==> src/rtl/rs_pkg.sv <==
package rs_pkg;
  localparam int BYTE_W = 8;

  localparam logic [2:0] CMP_EQ = 3'd0;
  localparam logic [2:0] CMP_NE = 3'd1;
  localparam logic [2:0] CMP_LT = 3'd2;
  localparam logic [2:0] CMP_LE = 3'd3;
  localparam logic [2:0] CMP_GT = 3'd4;
  localparam logic [2:0] CMP_GE = 3'd5;

  localparam logic [1:0] RED_AND   = 2'd0;
  localparam logic [1:0] RED_OR    = 2'd1;
  localparam logic [1:0] RED_LEFT  = 2'd2;
  localparam logic [1:0] RED_RIGHT = 2'd3;

  localparam logic [1:0] SPACE_CTRL  = 2'd0;
  localparam logic [1:0] SPACE_CONST = 2'd1;
  localparam logic [1:0] SPACE_RED   = 2'd2;
endpackage

==> src/rtl/rs_pred_elem.sv <==
module rs_pred_elem
  import rs_pkg::*;
#(
  parameter int FIELD_W = 64,
  parameter int POS_W   = 8
) (
  input  logic               clk,
  input  logic               rst,
  input  logic               row_valid,
  input  logic [POS_W-1:0]   pos,
  input  logic [BYTE_W-1:0]  byte_in,
  input  logic [2:0]         op,
  input  logic               en,
  input  logic               dis_val,
  input  logic [POS_W-1:0]   start_pos,
  input  logic [POS_W-1:0]   stop_pos,
  input  logic [FIELD_W-1:0] konst,
  output logic               hit
);
  logic [FIELD_W-1:0] field_q, base, field_nxt;
  logic               in_rng, cmp;

  always_comb begin
    base      = (pos == '0) ? '0 : field_q;
    in_rng    = (pos >= start_pos) && (pos <= stop_pos);
    field_nxt = in_rng ? {base[FIELD_W-BYTE_W-1:0], byte_in} : base;
  end

  always_ff @(posedge clk) begin
    if (rst)            field_q <= '0;
    else if (row_valid) field_q <= field_nxt;
  end

  always_comb begin
    case (op)
      CMP_EQ:  cmp = (field_nxt == konst);
      CMP_NE:  cmp = (field_nxt != konst);
      CMP_LT:  cmp = (field_nxt <  konst);
      CMP_LE:  cmp = (field_nxt <= konst);
      CMP_GT:  cmp = (field_nxt >  konst);
      CMP_GE:  cmp = (field_nxt >= konst);
      default: cmp = 1'b0;
    endcase
    hit = en ? cmp : dis_val;
  end

  // the captured field only moves while row bytes are arriving
  a_r3_field_idle_hold: assert property (@(posedge clk) disable iff (rst)
    !row_valid |=> $stable(field_q));
endmodule

==> src/rtl/rs_reduce_tree.sv <==
module rs_reduce_tree
  import rs_pkg::*;
#(
  parameter int NUM_LEAF = 8
) (
  input  logic [NUM_LEAF-1:0]       leaf,
  input  logic [2*(NUM_LEAF-1)-1:0] ru_ops,
  output logic                      root
);
  logic nd [1:2*NUM_LEAF-1];

  for (genvar j = 0; j < NUM_LEAF; j++) begin : g_leaf
    assign nd[NUM_LEAF+j] = leaf[j];
  end

  for (genvar n = 1; n < NUM_LEAF; n++) begin : g_ru
    logic [1:0] code;
    logic       lft, rgt;
    assign code  = ru_ops[2*(n-1) +: 2];
    assign lft   = nd[2*n];
    assign rgt   = nd[2*n+1];
    assign nd[n] = (code == RED_AND)  ? (lft & rgt) :
                   (code == RED_OR)   ? (lft | rgt) :
                   (code == RED_LEFT) ? lft : rgt;
  end

  assign root = nd[1];
endmodule

==> src/rtl/rs_row_scanner.sv <==
module rs_row_scanner
  import rs_pkg::*;
#(
  parameter int NUM_PE  = 8,
  parameter int FIELD_W = 64,
  parameter int POS_W   = 8,
  localparam int IDX_W  = $clog2(NUM_PE),
  localparam int ADDR_W = IDX_W + 2
) (
  input  logic               clk,
  input  logic               rst,
  input  logic               cfg_we,
  input  logic [ADDR_W-1:0]  cfg_addr,
  input  logic [FIELD_W-1:0] cfg_wdata,
  input  logic               row_valid,
  input  logic [BYTE_W-1:0]  row_data,
  input  logic               row_last,
  output logic               result_valid,
  output logic               result_qualify
);
  localparam int NUM_RU = NUM_PE - 1;

  logic [2:0]         pe_op    [NUM_PE];
  logic               pe_en    [NUM_PE];
  logic               pe_dv    [NUM_PE];
  logic [POS_W-1:0]   pe_start [NUM_PE];
  logic [POS_W-1:0]   pe_stop  [NUM_PE];
  logic [FIELD_W-1:0] pe_const [NUM_PE];
  logic [2*NUM_RU-1:0] ru_ops;

  logic               busy_q;
  logic [POS_W-1:0]   pos_q;
  logic [NUM_PE-1:0]  hits;
  logic               root;
  logic               cfg_ok;
  logic [1:0]         space;
  logic [IDX_W-1:0]   idx;

  assign space  = cfg_addr[ADDR_W-1 -: 2];
  assign idx    = cfg_addr[IDX_W-1:0];
  assign cfg_ok = cfg_we && !busy_q && !row_valid;

  always_ff @(posedge clk) begin
    if (rst) begin
      ru_ops <= '0;
      for (int i = 0; i < NUM_PE; i++) begin
        pe_op[i] <= CMP_EQ; pe_en[i] <= 1'b0; pe_dv[i] <= 1'b0;
        pe_start[i] <= '0; pe_stop[i] <= '0; pe_const[i] <= '0;
      end
    end else if (cfg_ok) begin
      case (space)
        SPACE_CTRL: begin
          pe_op[idx]    <= cfg_wdata[2:0];
          pe_en[idx]    <= cfg_wdata[3];
          pe_dv[idx]    <= cfg_wdata[4];
          pe_start[idx] <= cfg_wdata[8 +: POS_W];
          pe_stop[idx]  <= cfg_wdata[8+POS_W +: POS_W];
        end
        SPACE_CONST: pe_const[idx] <= cfg_wdata;
        SPACE_RED:
          if ({1'b0, idx} < (IDX_W+1)'(NUM_RU)) ru_ops[2*idx +: 2] <= cfg_wdata[1:0];
        default: ;
      endcase
    end
  end

  always_ff @(posedge clk) begin
    if (rst) begin
      busy_q <= 1'b0;
      pos_q  <= '0;
    end else if (row_valid) begin
      busy_q <= !row_last;
      pos_q  <= row_last ? '0 : pos_q + 1'b1;
    end
  end

  for (genvar j = 0; j < NUM_PE; j++) begin : g_pe
    rs_pred_elem #(.FIELD_W(FIELD_W), .POS_W(POS_W)) pe_i (
      .clk(clk), .rst(rst), .row_valid(row_valid), .pos(pos_q),
      .byte_in(row_data), .op(pe_op[j]), .en(pe_en[j]), .dis_val(pe_dv[j]),
      .start_pos(pe_start[j]), .stop_pos(pe_stop[j]), .konst(pe_const[j]),
      .hit(hits[j]));
  end

  rs_reduce_tree #(.NUM_LEAF(NUM_PE)) tree_i (
    .leaf(hits), .ru_ops(ru_ops), .root(root));

  always_ff @(posedge clk) begin
    if (rst) begin
      result_valid   <= 1'b0;
      result_qualify <= 1'b0;
    end else begin
      result_valid <= row_valid && row_last;
      if (row_valid && row_last) result_qualify <= root;
    end
  end

  // reset leaves the result outputs low
  a_r1_reset_clear: assert property (@(posedge clk)
    rst |=> !result_valid && !result_qualify);
  // a last byte is always followed by a result pulse
  a_r2_valid_follows_last: assert property (@(posedge clk) disable iff (rst)
    row_valid && row_last |=> result_valid);
  // no pulse without a last byte in the cycle before
  a_r2_valid_needs_last: assert property (@(posedge clk) disable iff (rst)
    result_valid |-> $past(row_valid && row_last));
  // the verdict holds between row ends
  a_r2_qualify_hold: assert property (@(posedge clk) disable iff (rst)
    !(row_valid && row_last) |=> $stable(result_qualify));
  // position restarts after every last byte
  a_r9_pos_restart: assert property (@(posedge clk) disable iff (rst)
    row_valid && row_last |=> pos_q == '0);
  // configuration frozen while a row is in flight
  a_r8_cfg_locked: assert property (@(posedge clk) disable iff (rst)
    (busy_q || row_valid) |=> $stable(pe_const[0]) && $stable(pe_op[0]) && $stable(ru_ops));
endmodule

==> config.mk <==
export PLATFORM = sky130hd
export DESIGN_NAME = rs_row_scanner
export DESIGN_NICKNAME = d
export VERILOG_FILES = /design/src/rtl/rs_pkg.sv /design/src/rtl/rs_pred_elem.sv /design/src/rtl/rs_reduce_tree.sv /design/src/rtl/rs_row_scanner.sv
export SDC_FILE = /design/constraint.sdc
export NUM_CORES = 2
export LEC_CHECK = 0
export ABC_AREA = 1
export BUFFER_PORTS_ARGS = -buffer_cell sky130_fd_sc_hd__buf_4
export CELL_PAD_IN_SITES_DETAIL_PLACEMENT = 0
export CELL_PAD_IN_SITES_GLOBAL_PLACEMENT = 1
export CORE_ASPECT_RATIO = 0.8
export CORE_MARGIN = 2
export CORE_UTILIZATION = 50
export CTS_BUF_LIST = sky130_fd_sc_hd__clkbuf_8
export CTS_CLUSTER_DIAMETER = 120
export DETAILED_ROUTE_END_ITERATION = 10
export PLACE_DENSITY_LB_ADDON = 0.1
export SLEW_MARGIN = 20
export SYNTH_ARGS = -nofsm -noshare
export SYNTH_HDL_FRONTEND = slang
export SYNTH_SLANG_ARGS = --single-unit
==> constraint.sdc <==
create_clock -name clk -period 5.5 [get_ports clk]
set_input_delay 0.55 -clock clk [delete_from_list [all_inputs] [get_ports clk]]
set_output_delay 0.55 -clock clk [all_outputs]
set_load 0.01 [all_outputs]
==> out/metrics.csv <==
metric,value,unit
number of routed nets with antenna violations,0,
delay of the slowest cell on the worst path,0.35,ns
startpoint of the most critical hold path,cfg_addr[1],
clock share of power,38.8,%
mean instance size in the synthesized netlist,7.75,sq um
top-level port count,84,
average routed wire per standard cell,19.0,microns
type of the most critical hold path,input port to flip-flop,
setup repair after global routing missed its margin,true,
transition time at the pin with the least slew margin,1.25,ns
maximum number of buffers from clock root to sink,3,
buffers added on ports,83,
number of iterations in the first detailed-routing pass,6,
total net switching power,5840,uW
maximum clock frequency,0.187,GHz
leakage power,0.0389,uW
met3 wire len,15600,microns
root buffer cell,clkbuf_8,
total routed wirelength,219000,microns
pre-CTS setup slack,-0.229,ns
Crit Path Category,flip-flop to flip-flop,
post-route fraction of the period consumed by the critical path,97.3,%
worst setup path startpoint,pos_q[0]$_SDFFE_PP0P_,
CTS tree,done,
Power Density,257,nW/um^2
CP Buf/Inv Count,7,
share of post-route cells with drive strength above 1,10.3,%
clock sink total,1217,
gpl congestion,0.889,
area overhead of the layout relative to synthesis,13.1,%
min setup slack post-route,0.148,ns
routed wire length on met2,96900,microns
area of the core,141000,sq um
Yosys warning total,0,
filler instances,13300,
summed instance area of the synthesized netlist,70900,sq um
shortest clock period the worst path allows after layout,5.35,ns
Die ar.,145000,sq um
Worst IR Drop VDD,0.256,mV
max_slew headroom,16.8,%
Syn Nets,9882,
post-DP HPWL,141000,microns
standard cell with the maximum stage delay on the critical path,dfxtp_2,
share of the core filled with cells in the final layout,57.0,%
vias in the first global route,54800,
initial antenna violation count,33,
register bit count reported by yosys,1217,
crit path DAT,6.21,ns
global-route usage over all layers,29.8,%
final worst clock skew,0.0384,ns
category of the worst setup path launch point,flip-flop,
reg-to-reg startpoint,pos_q[0]$_SDFFE_PP0P_,
top layer reached by signal wires,met4,
critical path endpoint category,flip-flop,
maximum net fanout on the critical path,19,
initial standard-cell utilization of the core,50.4,%
CP most frequent cell,nand2_1,
run status,"complete, no violations",
Vias per Instance,5.14,
DRT iter0 DRCs,5314,
final-layout setup total negative slack,0,ns
switching power share of the total,28.4,%
share of synthesized registers carrying an async set or reset,0,%
global route overflow,0,
routed via count,59100,
"Reg clk slew, reported paths",0.07,ns
max-slew violation total from the final report,0,
"EDFF count, synth",680,
Maximum Capacitance Violations,0,
Flop pwr share,48.8,%
horizontal extent of the die,425,microns
nets,10200,
critical path's top delay family,simple AND/OR/NAND/NOR gates,
first-pass GRT wire length,327000,microns
hold violation count in the final report,0,
worst endpoint required time,6.35,ns
number of H-tree levels,4,
number of placement rows,123,
TritonCTS buffer count,204,
proportion of power drawn by combinational gates,12.3,%
number of setup violations in the final report,0,
Residual DRC,0,
Metal-1 WL,98500,microns
Internal Power,14800,uW
sequential fraction of the synthesis area,43.9,%
insertion delay of the later-clocked pin in the worst-skew pair,0.98,ns
die extent in y,341,microns
total power consumption of the routed design,20600,uW
Post-Syn Instances,9156,
"Primary FF master, synth",edfxtp_1,
maximum number of pins on one net before global-route repair,230,
Cell variety after synth,43,
synthesized netlist by cell type (2+ instances only):
| library cell | count | area (sq um) |
|---|---|---|
| o31ai_4 | 28 | 596 |
| nor3_1 | 61 | 305 |
| o31ai_2 | 28 | 350 |
| a21oi_1 | 801 | 4010 |
| o211ai_1 | 19 | 143 |
| nor4_2 | 2 | 25.0 |
| o21ai_0 | 535 | 2680 |
| buf_6 | 21 | 236 |
| o41ai_1 | 7 | 61.3 |
| nor3b_1 | 3 | 22.5 |
| nand2_4 | 2 | 22.5 |
| o21bai_1 | 8 | 60.1 |
| nand2_1 | 1156 | 4340 |
| nor2_1 | 1334 | 5010 |
| nand2_2 | 5 | 31.3 |
| a21o_1 | 2 | 15.0 |
| buf_1 | 27 | 101 |
| clkinv_1 | 4 | 15.0 |
| or2_2 | 4 | 25.0 |
| a31oi_1 | 5 | 31.3 |
| inv_1 | 2102 | 7890 |
| edfxtp_1 | 680 | 20400 |
| o31ai_1 | 8 | 60.1 |
| inv_2 | 7 | 26.3 |
| nor4_1 | 6 | 37.5 |
| o21ai_2 | 42 | 368 |
| o21a_1 | 67 | 503 |
| and2_1 | 2 | 12.5 |
| buf_2 | 49 | 245 |
| clkbuf_2 | 7 | 35.0 |
| a211oi_1 | 5 | 37.5 |
| clkbuf_1 | 323 | 1210 |
| nand3_1 | 87 | 435 |
| dfxtp_1 | 537 | 10800 |
| nand4_1 | 52 | 325 |
| o21ai_1 | 480 | 2400 |
| ha_1 | 644 | 8060 |
tightest hold or removal path: stages:
cell	delay, ns
buf_4	0.11
nor2_1	0.05
nand2_1	0.09
nor4_1	0.10
a21oi_1	0.14
repair_timing:
item                       in CTS  in global routing
gates resized for setup        12                122
pin swaps                       3                 46
hold endpoints to repair        8                  0
hold buffers                    2                  0
setup endpoints to repair       1                  1
gates cloned                    0                  7
buffers inserted                1                  6
power by group through the flow:
| stage | Sequential (uW) | Clock [uW] | Combinational (uW) |
|---|---|---|---|
| floorplan | 10200 | 0 | 1530 |
| global placement | 10200 | 0 | 2430 |
| detailed placement | 10300 | 0 | 2470 |
| CTS | 10100 | 8140 | 2490 |
| global route | 10100 | 8530 | 2820 |
| finish | 10100 | 8000 | 2540 |
through the flow:
stage          area [sq um]  hold slack [ns]  std cells
2_1_floorplan         70900            0.437       9156
3_3_place_gp          75500            0.461      11100
3_5_place_dp          75500            0.469      11100
4_1_cts               79500           0.0449      11500
5_1_grt               80200           0.0980      11500
6_report              80200            0.119      11500
layout make-up:
type | instances | area (sq um) | area share, %
clock inverters | 146 | 679 | 0.847
repair buffers | 492 | 4320 | 5.38
flip-flops and latches | 1217 | 31200 | 38.9
well taps | 1875 | 2350 | 2.93
diodes | 10 | 25.0 | 0.0312
multi-input cells | 5399 | 30400 | 37.9
clock buffers | 238 | 3280 | 4.08
inverters | 2113 | 7960 | 9.92
final timing paths:
check	end	slack (ns)	depth (start not counted)
worst min-delay path	ru_ops[0]$_SDFFE_PP0P_	0.12	5
worst max register to register	result_qualify$_SDFFE_PP0P_	0.15	40
worst max-delay path	result_qualify$_SDFFE_PP0P_	0.15	40
worst min register to register	ru_ops[2]$_SDFFE_PP0P_	0.48	2
metal layers:
metal	track usage (%)	vias to the layer above
met2	47.2	1686
met5	0	-
met4	10.7	0
li1	-	29700
met3	4.84	360
met1	41.1	27300
flip-flops by register name, summed over array words and instances (netlist names), 8 cells and up:
name	count
g_pe.pe_i.field_q	512
pe_const	512
pe_dv	8
pe_en	8
pe_op	24
pe_start	64
pe_stop	64
pos_q	8
ru_ops	14
cells in the final DEF, fill, tap and decap left out, drive strengths merged, types with 2 or more instances in the layout:
| cell type | instances |
|---|---|
| nand2 | 1163 |
| a31oi | 5 |
| bufinv | 2 |
| clkbuf | 245 |
| dlygate4sd3 | 2 |
| diode | 10 |
| a21o | 2 |
| a21oi | 801 |
| nor4 | 8 |
| inv | 2189 |
| o21bai | 8 |
| nor3b | 3 |
| dfxtp | 537 |
| buf | 483 |
| nor2 | 1334 |
| edfxtp | 680 |
| clkinvlp | 4 |
| nor3 | 61 |
| ha | 644 |
| or2 | 5 |
| and2 | 3 |
| o21a | 67 |
| a211oi | 5 |
| nand4 | 52 |
| clkinv | 64 |
| o31ai | 64 |
| o211ai | 19 |
| o41ai | 7 |
| o21ai | 1057 |
| nand3 | 87 |
cell families (layout without fill, tap and decap cells):
group / after synthesis / after routing / synth area share [%]
buffers and inverters: 2540 / 2989 / 13.8
and+or+nand+nor: 2719 / 2719 / 15.0
DFF: 1217 / 1217 / 43.9
AOI/OAI and AO/OA: 2036 / 2036 / 16.0
adders and majority gates: 644 / 644 / 11.4
other: 0 / 10 / 0
(Power assumes the default switching activity.)
